$ cat config.mk
export PLATFORM = sky130hd
export DESIGN_NAME = dma_replay_chain
export DESIGN_NICKNAME = d
export VERILOG_FILES = /design/src/rtl/dma_seq_pkg.sv /design/src/rtl/dma_chan_regs.sv /design/src/rtl/dma_chan_seq.sv /design/src/rtl/dma_replay_chain.sv
export SDC_FILE = /design/constraint.sdc
export NUM_CORES = 1
export LEC_CHECK = 0
export ABC_AREA = 1
export BUFFER_PORTS_ARGS = -buffer_cell sky130_fd_sc_hd__buf_4
export CAP_MARGIN = 10
export CORE_UTILIZATION = 35
export DETAILED_ROUTE_END_ITERATION = 6
export SYNTH_ARGS = -nofsm -noshare
export SYNTH_HDL_FRONTEND = slang
export SYNTH_SLANG_ARGS = --single-unit
$ cat constraint.sdc
create_clock -name clk -period 5.4 [get_ports clk]
set_input_delay 1.62 -clock clk [delete_from_list [all_inputs] [get_ports clk]]
set_output_delay 1.62 -clock clk [all_outputs]
set_load 0.02 [all_outputs]
$ cat src/rtl/dma_seq_pkg.sv
package dma_seq_pkg;
  typedef enum logic [2:0] {
    S_IDLE, S_FETCH, S_XFER, S_WB, S_RELOAD, S_WAIT, S_DONE
  } seq_state_t;

  localparam int REG_AW    = 2;
  localparam int LLI_WORDS = 4;
  localparam int LLI_DST   = 0;
  localparam int LLI_LEN   = 1;
  localparam int LLI_MODE  = 2;
  localparam int LLI_NEXT  = 3;

  localparam logic [REG_AW-1:0] OFF_CTRL = 2'd0;
  localparam logic [REG_AW-1:0] OFF_SRC  = 2'd1;
  localparam logic [REG_AW-1:0] OFF_DESC = 2'd2;
  localparam logic [REG_AW-1:0] OFF_STAT = 2'd3;
endpackage

$ cat src/rtl/dma_chan_regs.sv
module dma_chan_regs
  import dma_seq_pkg::*;
#(
  parameter int AW = 16,
  parameter int DW = 32
) (
  input  logic              clk,
  input  logic              rst_n,
  input  logic              reg_wr,
  input  logic              reg_rd,
  input  logic [REG_AW-1:0] reg_addr,
  input  logic [DW-1:0]     reg_wdata,
  output logic [DW-1:0]     reg_rdata,
  input  logic              hw_clr,
  input  logic              buf_evt,
  input  logic              xfer_evt,
  output logic              chan_en,
  output logic              resume,
  output logic [AW-1:0]     src_base,
  output logic [AW-1:0]     desc_base,
  output logic              irq_buf,
  output logic              irq_xfer
);
  logic en_q, stat_buf_q, stat_xfer_q;
  logic wr_ctrl, rd_stat;
  logic unused_wdata;

  assign wr_ctrl      = reg_wr && (reg_addr == OFF_CTRL);
  assign rd_stat      = reg_rd && (reg_addr == OFF_STAT);
  assign resume       = wr_ctrl && reg_wdata[1];
  assign unused_wdata = ^reg_wdata;

  always_ff @(posedge clk) begin
    if (!rst_n) begin
      en_q        <= 1'b0;
      stat_buf_q  <= 1'b0;
      stat_xfer_q <= 1'b0;
      src_base    <= '0;
      desc_base   <= '0;
    end else begin
      if (hw_clr)                       en_q <= 1'b0;
      else if (wr_ctrl && reg_wdata[0]) en_q <= 1'b1;
      if (reg_wr && reg_addr == OFF_SRC)  src_base  <= reg_wdata[AW-1:0];
      if (reg_wr && reg_addr == OFF_DESC) desc_base <= reg_wdata[AW-1:0];
      if (buf_evt)      stat_buf_q <= 1'b1;
      else if (rd_stat) stat_buf_q <= 1'b0;
      if (xfer_evt)     stat_xfer_q <= 1'b1;
      else if (rd_stat) stat_xfer_q <= 1'b0;
    end
  end

  always_comb begin
    unique case (reg_addr)
      OFF_CTRL: reg_rdata = DW'(en_q);
      OFF_SRC:  reg_rdata = DW'(src_base);
      OFF_DESC: reg_rdata = DW'(desc_base);
      default:  reg_rdata = DW'({stat_xfer_q, stat_buf_q});
    endcase
  end

  assign chan_en  = en_q;
  assign irq_buf  = stat_buf_q;
  assign irq_xfer = stat_xfer_q;

  // completion drops the enable
  p_en_cleared_r7: assert property (@(posedge clk) disable iff (!rst_n)
    hw_clr |=> !chan_en);
  // a buffer event leaves the buffer status pending
  p_status_set_r6: assert property (@(posedge clk) disable iff (!rst_n)
    buf_evt |=> irq_buf);
endmodule

$ cat src/rtl/dma_chan_seq.sv
module dma_chan_seq
  import dma_seq_pkg::*;
#(
  parameter int AW    = 16,
  parameter int DW    = 32,
  parameter int LEN_W = 8
) (
  input  logic          clk,
  input  logic          rst_n,
  input  logic          chan_en,
  input  logic          resume,
  input  logic [AW-1:0] src_base,
  input  logic [AW-1:0] desc_base,
  output logic          hw_clr,
  output logic          buf_evt,
  output logic          xfer_evt,
  output logic          mem_req,
  output logic          mem_we,
  output logic [AW-1:0] mem_addr,
  output logic [DW-1:0] mem_wdata,
  input  logic          mem_gnt,
  input  logic [DW-1:0] mem_rdata
);
  localparam int IDX_W = $clog2(LLI_WORDS);

  function automatic logic [DW-1:0] done_word(input logic [DW-1:0] w);
    return w | (DW'(1) << (DW - 1));
  endfunction

  function automatic logic [LEN_W-1:0] buf_len(input logic [DW-1:0] w);
    return w[LEN_W-1:0];
  endfunction

  seq_state_t       state;
  logic [IDX_W-1:0] idx;
  logic [LEN_W-1:0] cnt;
  logic             phase;
  logic [DW-1:0]    hold, len_word, mode_word;
  logic [AW-1:0]    cur_desc, src_cur, dst_cur, nxt;
  logic             reload_evt, buf_left, unused_mode;

  assign reload_evt  = (state == S_RELOAD);
  assign buf_evt     = reload_evt && (nxt != '0);
  assign xfer_evt    = (state == S_DONE);
  assign hw_clr      = xfer_evt;
  assign buf_left    = (cnt != buf_len(len_word));
  assign unused_mode = ^mode_word;

  always_comb begin
    mem_req   = 1'b0;
    mem_we    = 1'b0;
    mem_addr  = '0;
    mem_wdata = '0;
    unique case (state)
      S_FETCH: begin
        mem_req  = 1'b1;
        mem_addr = cur_desc + AW'(idx);
      end
      S_XFER: if (buf_left) begin
        mem_req = 1'b1;
        if (!phase) mem_addr = src_cur;
        else begin
          mem_we    = 1'b1;
          mem_addr  = dst_cur;
          mem_wdata = hold;
        end
      end
      S_WB: begin
        mem_req   = 1'b1;
        mem_we    = 1'b1;
        mem_addr  = cur_desc + AW'(LLI_LEN);
        mem_wdata = done_word(len_word);
      end
      default: ;
    endcase
  end

  always_ff @(posedge clk) begin
    if (!rst_n) begin
      state     <= S_IDLE;
      idx       <= '0;
      cnt       <= '0;
      phase     <= 1'b0;
      hold      <= '0;
      len_word  <= '0;
      mode_word <= '0;
      cur_desc  <= '0;
      src_cur   <= '0;
      dst_cur   <= '0;
      nxt       <= '0;
    end else begin
      unique case (state)
        S_IDLE: if (chan_en) begin
          cur_desc <= desc_base;
          src_cur  <= src_base;
          idx      <= '0;
          state    <= S_FETCH;
        end
        S_FETCH: if (mem_gnt) begin
          unique case (int'(idx))
            LLI_DST:  dst_cur   <= mem_rdata[AW-1:0];
            LLI_LEN:  len_word  <= mem_rdata;
            LLI_MODE: mode_word <= mem_rdata;
            default:  nxt       <= mem_rdata[AW-1:0];
          endcase
          idx <= idx + 1'b1;
          if (int'(idx) == LLI_WORDS - 1) begin
            cnt   <= '0;
            phase <= 1'b0;
            state <= S_XFER;
          end
        end
        S_XFER: begin
          if (!buf_left) state <= S_WB;
          else if (mem_gnt) begin
            if (!phase) begin
              hold  <= mem_rdata;
              phase <= 1'b1;
            end else begin
              phase   <= 1'b0;
              src_cur <= src_cur + 1'b1;
              dst_cur <= dst_cur + 1'b1;
              cnt     <= cnt + 1'b1;
            end
          end
        end
        S_WB: if (mem_gnt) state <= S_RELOAD;
        S_RELOAD: begin
          src_cur <= src_base;
          if (nxt == '0) state <= S_DONE;
          else begin
            cur_desc <= nxt;
            idx      <= '0;
            state    <= mode_word[0] ? S_FETCH : S_WAIT;
          end
        end
        S_WAIT: if (resume) state <= S_FETCH;
        default: state <= S_IDLE;
      endcase
    end
  end

  // an ungranted request is held
  p_req_stable_r10: assert property (@(posedge clk) disable iff (!rst_n)
    (mem_req && !mem_gnt) |=> (mem_req && $stable(mem_addr) && $stable(mem_we)
                               && $stable(mem_wdata)));
  // source restarts from the programmed start after each buffer
  p_src_reload_r4: assert property (@(posedge clk) disable iff (!rst_n)
    reload_evt |=> (src_cur == $past(src_base)));
  // no start without the enable
  p_idle_until_enable_r8: assert property (@(posedge clk) disable iff (!rst_n)
    (state == S_IDLE && !chan_en) |=> (state == S_IDLE && !mem_req));
  // a paused channel stays silent until resumed
  p_wait_quiet_r9: assert property (@(posedge clk) disable iff (!rst_n)
    (state == S_WAIT && !resume) |=> !mem_req);
endmodule

$ cat src/rtl/dma_replay_chain.sv
module dma_replay_chain
  import dma_seq_pkg::*;
#(
  parameter int AW    = 16,
  parameter int DW    = 32,
  parameter int LEN_W = 8
) (
  input  logic              clk,
  input  logic              rst_n,
  input  logic              reg_wr,
  input  logic              reg_rd,
  input  logic [REG_AW-1:0] reg_addr,
  input  logic [DW-1:0]     reg_wdata,
  output logic [DW-1:0]     reg_rdata,
  output logic              mem_req,
  output logic              mem_we,
  output logic [AW-1:0]     mem_addr,
  output logic [DW-1:0]     mem_wdata,
  input  logic              mem_gnt,
  input  logic [DW-1:0]     mem_rdata,
  output logic              irq_buf,
  output logic              irq_xfer
);
  logic          chan_en, resume, hw_clr, buf_evt, xfer_evt;
  logic [AW-1:0] src_base, desc_base;

  dma_chan_regs #(.AW(AW), .DW(DW)) u_regs (
    .clk(clk), .rst_n(rst_n), .reg_wr(reg_wr), .reg_rd(reg_rd),
    .reg_addr(reg_addr), .reg_wdata(reg_wdata), .reg_rdata(reg_rdata),
    .hw_clr(hw_clr), .buf_evt(buf_evt), .xfer_evt(xfer_evt),
    .chan_en(chan_en), .resume(resume), .src_base(src_base),
    .desc_base(desc_base), .irq_buf(irq_buf), .irq_xfer(irq_xfer)
  );

  dma_chan_seq #(.AW(AW), .DW(DW), .LEN_W(LEN_W)) u_seq (
    .clk(clk), .rst_n(rst_n), .chan_en(chan_en), .resume(resume),
    .src_base(src_base), .desc_base(desc_base), .hw_clr(hw_clr),
    .buf_evt(buf_evt), .xfer_evt(xfer_evt), .mem_req(mem_req),
    .mem_we(mem_we), .mem_addr(mem_addr), .mem_wdata(mem_wdata),
    .mem_gnt(mem_gnt), .mem_rdata(mem_rdata)
  );
endmodule

; ---- Yosys cells after proc, flatten, opt, wreduce, memory -nomap -nowiden
; Index checks and enable logic that the tools add are counted.
; Widths: inputs -> output; s select.
[word_totals]
ff_bits = 177
inputBits = 71
output_inout_bits = 84
elab_cells = 135
[op_classes]
addsub = 6
n_eq_ne = 24
muxes = 54
bitwise = 3
n_reduce_logical = 32
[ops]
columns = cell, n
row1 = $mux 16, 13
row2 = $pmux 16 s3, 3
row3 = $mux 32, 2
row4 = $pmux 16 s2, 2
row5 = $pmux 32 s2, 1
row6 = $add 16x1->16 const B, 3
row7 = $mux 8, 5
row8 = $mux 3, 8
row9 = $pmux 3 s6, 1
row10 = $reduce_and 6->1, 3
row11 = $add 16x2->16, 1
row12 = $logic_not 16->1, 1
row13 = $ne 2x2->1 const B, 8
row14 = $pmux 8 s2, 1
row15 = $reduce_bool 16->1, 1
row16 = $reduce_and 3->1, 4
row17 = $mux 1, 11
row18 = $reduce_and 5->1, 2
row19 = $eq 3x3->1 const B, 3
row20 = $add 8x1->8 const B, 1
row21 = $ne 8x8->1, 1
row22 = $reduce_and 4->1, 2
row23 = $reduce_bool 2->1, 4
row24 = $logic_and 1x1->1, 7
row25 = other kinds (15), 31

; ---- Logic depth before layout (Yosys ltp)
; Gate-level depths: netlist of run 1.
[depth]
depth_word = 5
depth_mapped = 15
ltp_nobuf = 14

; ---- Hierarchy
; From an unflattened synthesis of run 1, not the netlist that was laid out.
[hier_totals]
cells_unflattened = 1464
area_unflattened_um2 = 9537.9
[modules_own_cells]
columns = module, n_inst, cells_per_inst, area_per_inst_um2
row1 = dma_chan_seq, 1, 1196, 7738.7
row2 = dma_chan_regs, 1, 268, 1799.2

; ---- Least setup slack after synthesis of run 1
; Ideal clock, no wire load.
[synth_path]
path_kind = input port to output port
start = input port reg_addr[0]
end = output port reg_rdata[10]
t_arrival_ns = 2.517
setup_slack_ns = 1.263
path_stages = 5
n_path_buf = 1
path_cell_list = inv_1 > nor2_1 > inv_1 > clkbuf_1 > o22ai_1
[synth_between]
elab_chain_len = 2
elab_cells_between_ends = 4
cone_classes = 2 x eq/ne / 1 x mux / 1 x reduce/logical
[synth_lines]
columns = item, line
row1 = from (decl), dma_replay_chain.sv:12  ; input logic [REG_AW-1:0] reg_addr,
row2 = "$eq 2x2->1, or another cell as far along", dma_chan_regs.sv:53  ; unique case (reg_addr)
row3 = $pmux 16 s3 *, dma_chan_regs.sv:53
row4 = to (decl), dma_replay_chain.sv:14  ; output logic [DW-1:0] reg_rdata,
; Every way passes the cells marked *; elsewhere a longest branch is shown, timed or not.

; ---- Final worst setup path of run 1
[layout_path]
start = register u_seq.idx[1]
end = output port mem_addr[12]
[layout_between]
elab_chain_len = 2
[layout_lines]
columns = item, line
row1 = from (decl), dma_chan_seq.sv:35  ; logic [IDX_W-1:0] idx;
row2 = from (signal assigned), dma_chan_seq.sv:106  ; idx <= idx + 1'b1;
row3 = $add 16x2->16, dma_chan_seq.sv:57  ; mem_addr = cur_desc + AW'(idx);
row4 = $pmux 16 s3, dma_chan_seq.sv:54  ; unique case (state)
row5 = to (decl), dma_replay_chain.sv:17  ; output logic [AW-1:0] mem_addr,
; No other way between the ends.

==> implementation parameters, run 1 <==
Parameter                              Value

Synth
  Xor/xnor share of the synthesized area    0.0114
  Synthesized instance count    1387
  Number of synthesis warnings    0
  Area share of and/or/nand/nor cells after synthesis    0.224
  Number of enable flip-flop cells after synthesis    0
  Post-synthesis register bit count    177
  Share of synthesized flip-flops with an asynchronous set or reset    0
  Dominant cells by area after synthesis    sky130_fd_sc_hd__dfxtp_1 39%, sky130_fd_sc_hd__nand2_1 12%, sky130_fd_sc_hd__a21oi_1 9.1%
  Multiplexer fraction of the synthesized cell area    0.00218
  Mapped Avg Cell Area    6.63 sq um
  Post-synthesis sequential area ratio    0.385
  Most repeated cell in the gate-level netlist after synthesis    sky130_fd_sc_hd__nand2_1
  Cell type with the highest aggregate area in the netlist    sky130_fd_sc_hd__dfxtp_1
  Synthesized-area fraction occupied by ao, oa, aoi and oai cells    0.238
  Most frequent cells after synthesis    292 x sky130_fd_sc_hd__nand2_1, 177 x sky130_fd_sc_hd__dfxtp_1, 173 x sky130_fd_sc_hd__inv_1, 167 x sky130_fd_sc_hd__a21oi_1, 164 x sky130_fd_sc_hd__o21ai_0
  Area share of the largest cell type after synthesis    0.385
  Top_reg_cell synth    sky130_fd_sc_hd__dfxtp_1
  Largest family of logic cells by synthesized area    compound AO/OA/AOI/OAI gates
  Adder and majority cell fraction of the synthesized area    0.0158
  Netlist area before placement    0.00919 sq mm
  Number of distinct standard cells referenced by the synthesized netlist    42

Timing
  Minimum clock period after layout    4.44 ns
  Final count of negative-setup-slack endpoints    0
  Max-Slew Margin vs Limit    0.275
  Worst-case clock skew    0.0163 ns
  Aggregate negative setup slack    0 ns
  Max-slew violation count    0
  Slew at the pin closest to its max-slew limit    1.08 ns
  Unrepaired setup endpoints after global routing    no
  Period utilisation layout    0.823
  Final number of hold-violating endpoints    0
  Highest achievable clock rate    225 MHz

Clocking
  Buffer count from post-CTS setup fixing    0
  Hold-fix buffer count after cts    0
  Post-cts sizing count    0
  Maximum level of the CTS H-tree    4
  Number of buffers created by CTS    17
  Clock slew at reported path FFs    0.08 ns
  Maximum number of buffers from clock root to sink    2
  Later-pin clock latency in the skew report    0.45 ns
  Clock root cell    sky130_fd_sc_hd__clkbuf_16
  Num Clock Sinks    177
  CTS tree    yes

Critical path
  Kind of critical path    reg -> out
  Total stage count of the critical path    12
  Slowest cell delay on critical path    0.41 ns
  Slowest cell on the critical path    sky130_fd_sc_hd__dfxtp_1
  Setup slack of the worst register-to-register path    2.36 ns
  Startpoint of the most critical register-to-register path    u_seq.state[0]
  CP bufs+invs    3
  WP data arrival    2.82 ns
  Category of the worst setup path launch point    register
  CP cell instances    inv_1 > a31oi_1 > fa_1 > nand2_1 > nor3_1 > nand2_1 > nor2_1 > inv_1 > o21bai_1 > nand3_1 > o21ai_0 > buf_4
  Critical Path RT    3.78 ns
  Crit. Startpoint    u_seq.idx[1]
  Endpoint class of the critical path    output port
  Capturing element of the worst setup path    mem_addr[12]
  Top fanout value on the critical path    5
  Length in cells of the worst reg-to-reg path    10
  Largest delay contributor family on the critical path    simple AND/OR/NAND/NOR gates
  Critical R2R Capture    u_seq.hold[9]

Global route
  Pin count of the biggest net entering global routing    81
  All-layer global routing usage    0.204
  Total gr overflow    0
  Via count of the first global-routing pass    8026
  Fraction of met2 tracks used by global routing    0.307
  Layer carrying the most global-route usage    met2
  Global-route wire length before repair    42700 microns
  Antenna violations before repair    0
  Met3 usage in global routing    0.0424
  Met1 usage in global routing    0.292

Min path
  Origin of the worst min-delay path    u_seq.hold[31]
  Class of the tightest hold or removal check    reg -> reg

Pwr
  Clock Power Share    0.328
  Relative contribution of sequential cells to total power    0.432
  Share of total power consumed by net switching    0.367
  Worst supply voltage drop on vdd    214 uV
  Leakage power    4.15 nW
  Total power of the final layout    0.00378 W
  Power density over the cells    350 mW/mm^2
  Switching power    0.00139 W
  Internal power    0.00239 W
  Combinational group share of total power    0.240

Floorplan
  Die Footprint    0.0269 sq mm
  Placeable Area    0.0255 sq mm
  Top Ports    155
  Initial standard-cell utilization of the core    0.361
  Die Height    164 microns
  Horizontal die dimension    164 microns
  Standard-cell rows    58

Place
  Final HPWL DP    18900 microns
  Number of port buffers    122
  Cell Count Post-Placement    1770
  Placed cell areas    0.0102 sq mm
  RePlAce Congestion    0.862

Cells and area
  Fraction of layout cells with a size suffix above 1    0.132
  Post-layout instance area    0.0108 sq mm
  Antenna diodes    0
  Net count reported at finish    1541
  Area grow syn2layout    17.4%
  Count of non-filler cells in the finished layout    1802

Route
  Post-detailed-routing wire length    26800 microns
  Avg Vias per Cell    4.97
  First-pass DRT Iterations    5
  Residual DRC    0
  Number of vias after detailed routing    8949
  Average detailed-routed wire length per instance    14.9 microns
  Initial DRC count    544
  DRT antenna net count    0

Run status
  Outcome    finished, final reports clean

Job
  Number of maximum-capacitance violations    0
flip-flops by register name, summed over array words and instances (netlist names):
signal / count
u_regs.desc_base: 16
u_seq.len_word: 31
u_seq.state: 3
u_seq.phase: 1
u_seq.cnt: 8
u_seq.idx: 2
u_seq.dst_cur: 16
u_seq.mode_word: 1
u_regs.irq_xfer: 1
u_seq.src_cur: 16
u_seq.nxt: 16
u_seq.cur_desc: 16
u_seq.hold: 32
u_regs.chan_en: 1
u_regs.irq_buf: 1
u_regs.src_base: 16
worst min path at each step:
stage,end,slack [ns],cells past startpoint
6_report,u_seq.hold[31],0.45,2
5_1_grt,u_seq.hold[1],0.47,2
4_1_cts,u_seq.hold[31],0.46,2
3_5_place_dp,u_seq.hold[31],0.44,2
3_3_place_gp,u_seq.hold[31],0.43,2
2_1_floorplan,u_seq.hold[31],0.42,2
cell families (layout without fill, tap and decap cells):
logic type	count (synthesis)	after routing
mux	2	2
xor+xnor	12	12
fa+ha+maj	11	11
simple gates	492	492
other cells	1	16
flops	177	177
buf+inv	276	346
compound gates	416	416
stage by stage:
stage	worst slack (ns)	utilization	hold slack, ns
floorplan	1.26	-	0.425
global placement	1.05	0.401	0.435
detailed placement	1.04	0.401	0.444
CTS	0.923	0.424	0.457
global route	0.646	0.424	0.472
finish	0.958	0.424	0.452
layout by cell type, fill, tap and decap left out, types with 4 or more instances in the layout:
cell / Yosys / layout
sky130_fd_sc_hd__dfxtp_1: 177 / 177
sky130_fd_sc_hd__xor2_1: 5 / 5
sky130_fd_sc_hd__inv_1: 173 / 173
sky130_fd_sc_hd__nand4_1: 17 / 17
sky130_fd_sc_hd__o22ai_1: 50 / 50
sky130_fd_sc_hd__nor3_1: 10 / 10
sky130_fd_sc_hd__clkbuf_16: 0 / 17
sky130_fd_sc_hd__a21oi_1: 167 / 167
sky130_fd_sc_hd__nand2_2: 2 / 4
sky130_fd_sc_hd__nor2_1: 99 / 99
sky130_fd_sc_hd__nand3_2: 5 / 5
sky130_fd_sc_hd__inv_8: 0 / 6
sky130_fd_sc_hd__xnor2_1: 7 / 7
sky130_fd_sc_hd__or2_2: 4 / 4
sky130_fd_sc_hd__nand2_1: 292 / 290
sky130_fd_sc_hd__o21ai_1: 19 / 19
sky130_fd_sc_hd__nand3_1: 54 / 54
sky130_fd_sc_hd__inv_2: 13 / 13
sky130_fd_sc_hd__buf_4: 18 / 128
sky130_fd_sc_hd__o21ai_0: 164 / 164
sky130_fd_sc_hd__conb_1: 1 / 16
sky130_fd_sc_hd__ha_1: 10 / 10
metal layers:
layer | wire [microns] | vias to the layer above
li1 | - | 4658
met1 | 12900 | 4037
met2 | 11900 | 229
met3 | 1590 | 25
met4 | 430 | 0
met5 | 0 | -
cell type report:
| class | count | area (sq um) |
|---|---|---|
| clock inverter | 15 | 165 |
| tap | 330 | 413 |
| timing repair buffer | 128 | 961 |
| multi-input combinational | 949 | 4590 |
| inverter | 186 | 698 |
| fill | 2684 | 14700 |
| clock buffer | 17 | 425 |
| sequential | 177 | 3540 |
worst reg2reg max path, cell delays in order (launching register included):
cell and delay, ns:
sky130_fd_sc_hd__dfxtp_1 0.37, sky130_fd_sc_hd__inv_2 0.10, sky130_fd_sc_hd__nand3_2 0.07, sky130_fd_sc_hd__buf_4 0.28, sky130_fd_sc_hd__inv_2 0.11, sky130_fd_sc_hd__buf_4 0.40, sky130_fd_sc_hd__nand2_1 0.28, sky130_fd_sc_hd__nor2_1 0.18
sky130_fd_sc_hd__nand2_2 0.59, sky130_fd_sc_hd__o21ai_0 0.45, sky130_fd_sc_hd__a21oi_1 0.07
power groups by stage:
| stage | registers (W) | clock network, W | logic, W |
|---|---|---|---|
| after CTS | 0.00163 | 0.00127 | 0.000903 |
| after detailed placement | 0.00166 | 0 | 0.000901 |
| after global routing | 0.00166 | 0.00133 | 0.00103 |
| after global placement | 0.00166 | 0 | 0.000894 |
| final | 0.00163 | 0.00124 | 0.000906 |
| after floorplan | 0.00161 | 0 | 0.000682 |
Note: power is estimated with default switching activity, not from simulation.
==> run 2: changes to the inputs <==
Clock period 5.4 ns to 4 ns, I/O delays scaled along.
==> run 2 against run 1 <==
Effect of this change:
- critical path depth rose by 1
- highest routed layer unchanged
- critical path type unchanged
- wire length decreased by 0.59%
- worst setup slack worse by 0.76 ns
==> implementation parameters, run 2 (same netlist as run 1, synthesis figures left out) <==
Parameter                              Value

Run status
  Outcome    finished, final reports clean

Critical path
  Endpoint class of the critical path    output port
  Category of the worst setup path launch point    register
  Kind of critical path    reg -> out
  WP data arrival    2.60 ns
  Top fanout value on the critical path    6
  Critical Path RT    2.80 ns

Global route
  Antenna violations before repair    0
  All-layer global routing usage    0.199
  Total gr overflow    0
  Global-route wire length before repair    42000 microns
  Pin count of the biggest net entering global routing    102
  Via count of the first global-routing pass    7985

Route
  Post-detailed-routing wire length    26700 microns
  Residual DRC    0
  Average detailed-routed wire length per instance    14.8 microns
  First-pass DRT Iterations    5
  Initial DRC count    587
  Avg Vias per Cell    4.96
  Number of vias after detailed routing    8961
  DRT antenna net count    0

Cells and area
  Largest registers in the final layout    u_seq.hold x32, u_seq.len_word x31
  Net count reported at finish    1545
  Area grow syn2layout    17.9%
  Multi-input logic area    0.00461 sq mm
  Register ranked first by flip-flop count    u_seq.hold
  Leading cell type in the layout, fill and taps excluded    sky130_fd_sc_hd__nand2_1
  Antenna diodes    0
  Fraction of layout cells with a size suffix above 1    0.139
  Flip-flop count of the largest register after layout    32
  Number of fillers in the final layout    2749
  Highest-count cells in the layout ignoring fill and taps    290 x sky130_fd_sc_hd__nand2_1, 175 x sky130_fd_sc_hd__dfxtp_1, 173 x sky130_fd_sc_hd__inv_1
  Area used by sequential logic in the layout    0.00355 sq mm

Timing
  Crit path setup slack, layout    0.199 ns
  Minimum clock period after layout    3.80 ns
  Period utilisation layout    0.950
  Max-Slew Margin vs Limit    0.303
  Unrepaired setup endpoints after global routing    yes
  Slew at the pin closest to its max-slew limit    1.04 ns
  Highest achievable clock rate    263 MHz
  Final count of negative-setup-slack endpoints    0
  Worst-case clock skew    0.0135 ns
  Final number of hold-violating endpoints    0
  Minimum hold slack    0.448 ns
  Max-slew violation count    0
  Aggregate negative setup slack    0 ns

Floorplan
  Standard-cell rows    58
  Die Height    164 microns
  Initial standard-cell utilization of the core    0.361
  Die Footprint    0.0269 sq mm
  Top Ports    155
  Horizontal die dimension    164 microns
  Placeable Area    0.0255 sq mm

Clocking
  Hold-fix buffer count after cts    0
  Maximum level of the CTS H-tree    4
  Maximum number of buffers from clock root to sink    2
  CTS tree    yes
  Clock root cell    sky130_fd_sc_hd__clkbuf_16
  Clock slew at reported path FFs    0.08 ns
  Later-pin clock latency in the skew report    0.43 ns
  Num Clock Sinks    177
  Number of buffers created by CTS    17

Place
  RePlAce Congestion    0.882
  DP Worst Slack    0.454 ns
  Final HPWL DP    19000 microns
  Number of port buffers    122

Pwr
  Power density over the cells    467 mW/mm^2
  Leakage power    4.16 nW
  Worst supply voltage drop on vdd    285 uV

Min path
  Class of the tightest hold or removal check    reg -> reg

Job
  Number of maximum-capacitance violations    0
-- run 2: final timing paths --
| kind | endpoint | cells after the start | slack, ns | from |
|---|---|---|---|---|
| max | mem_addr[8] | 13 | 0.20 | u_seq.state[2] |
| min | u_seq.hold[31] | 2 | 0.45 | u_seq.hold[31] |
| max reg2reg | u_seq.hold[4] | 10 | 1.40 | u_seq.state[2] |
| min reg2reg | u_seq.hold[31] | 2 | 0.45 | u_seq.hold[31] |
-- run 2: what timing repair did --
item / CTS / global route
buffers inserted: 0 / 1
resized for setup: 0 / 7
setup endpoints to repair: 0 / 9
-- run 2: layout make-up --
cell class                      instances  area share
Clock inverter                         15      0.0133
Tap cell                              330      0.0381
Timing Repair Buffer                  132      0.0926
Sequential cell                       177       0.327
Multi-Input combinational cell        949       0.425
Clock buffer                           17      0.0392
Inverter                              186      0.0644
-- run 2: power by group --
group / leakage [nW] / switching [W] / internal [W]
sequential: 1.43 / 0.000226 / 0.00198
combinational: 2.45 / 0.000814 / 0.000417
clock: 0.273 / 0.000789 / 0.000830
-- run 2: metal layers --
layer	global-route usage	vias up	part of all wire
li1	-	4669	-
met1	0.288	4100	0.50
met2	0.305	175	0.44
met3	0.0341	17	0.049
met4	0.0463	0	0.011
met5	0	-	0
-- run 2: per-stage QoR --
stage | utilization | power (W) | area (sq um) | cells
floorplan | - | 0.00309 | 9250 | 1402
global placement | 0.402 | 0.00345 | 10200 | 1773
detailed placement | 0.402 | 0.00347 | 10200 | 1773
CTS | 0.424 | 0.00509 | 10800 | 1805
global route | 0.426 | 0.00536 | 10800 | 1806
finish | 0.426 | 0.00506 | 10800 | 1806
-- run 2: critical path, cell delays in order, from the launching register on --
cell                      delay (ns)
sky130_fd_sc_hd__dfxtp_1        0.38
sky130_fd_sc_hd__inv_2          0.09
sky130_fd_sc_hd__nand3_1        0.09
sky130_fd_sc_hd__nand2_1        0.07
sky130_fd_sc_hd__ha_1           0.21
sky130_fd_sc_hd__fa_1           0.39
sky130_fd_sc_hd__nand2_1        0.14
sky130_fd_sc_hd__nor3_2         0.06
sky130_fd_sc_hd__nand2_1        0.13
sky130_fd_sc_hd__nor2_1         0.05
sky130_fd_sc_hd__inv_1          0.07
sky130_fd_sc_hd__nand2_1        0.06
sky130_fd_sc_hd__o22ai_1        0.23
sky130_fd_sc_hd__buf_4          0.20
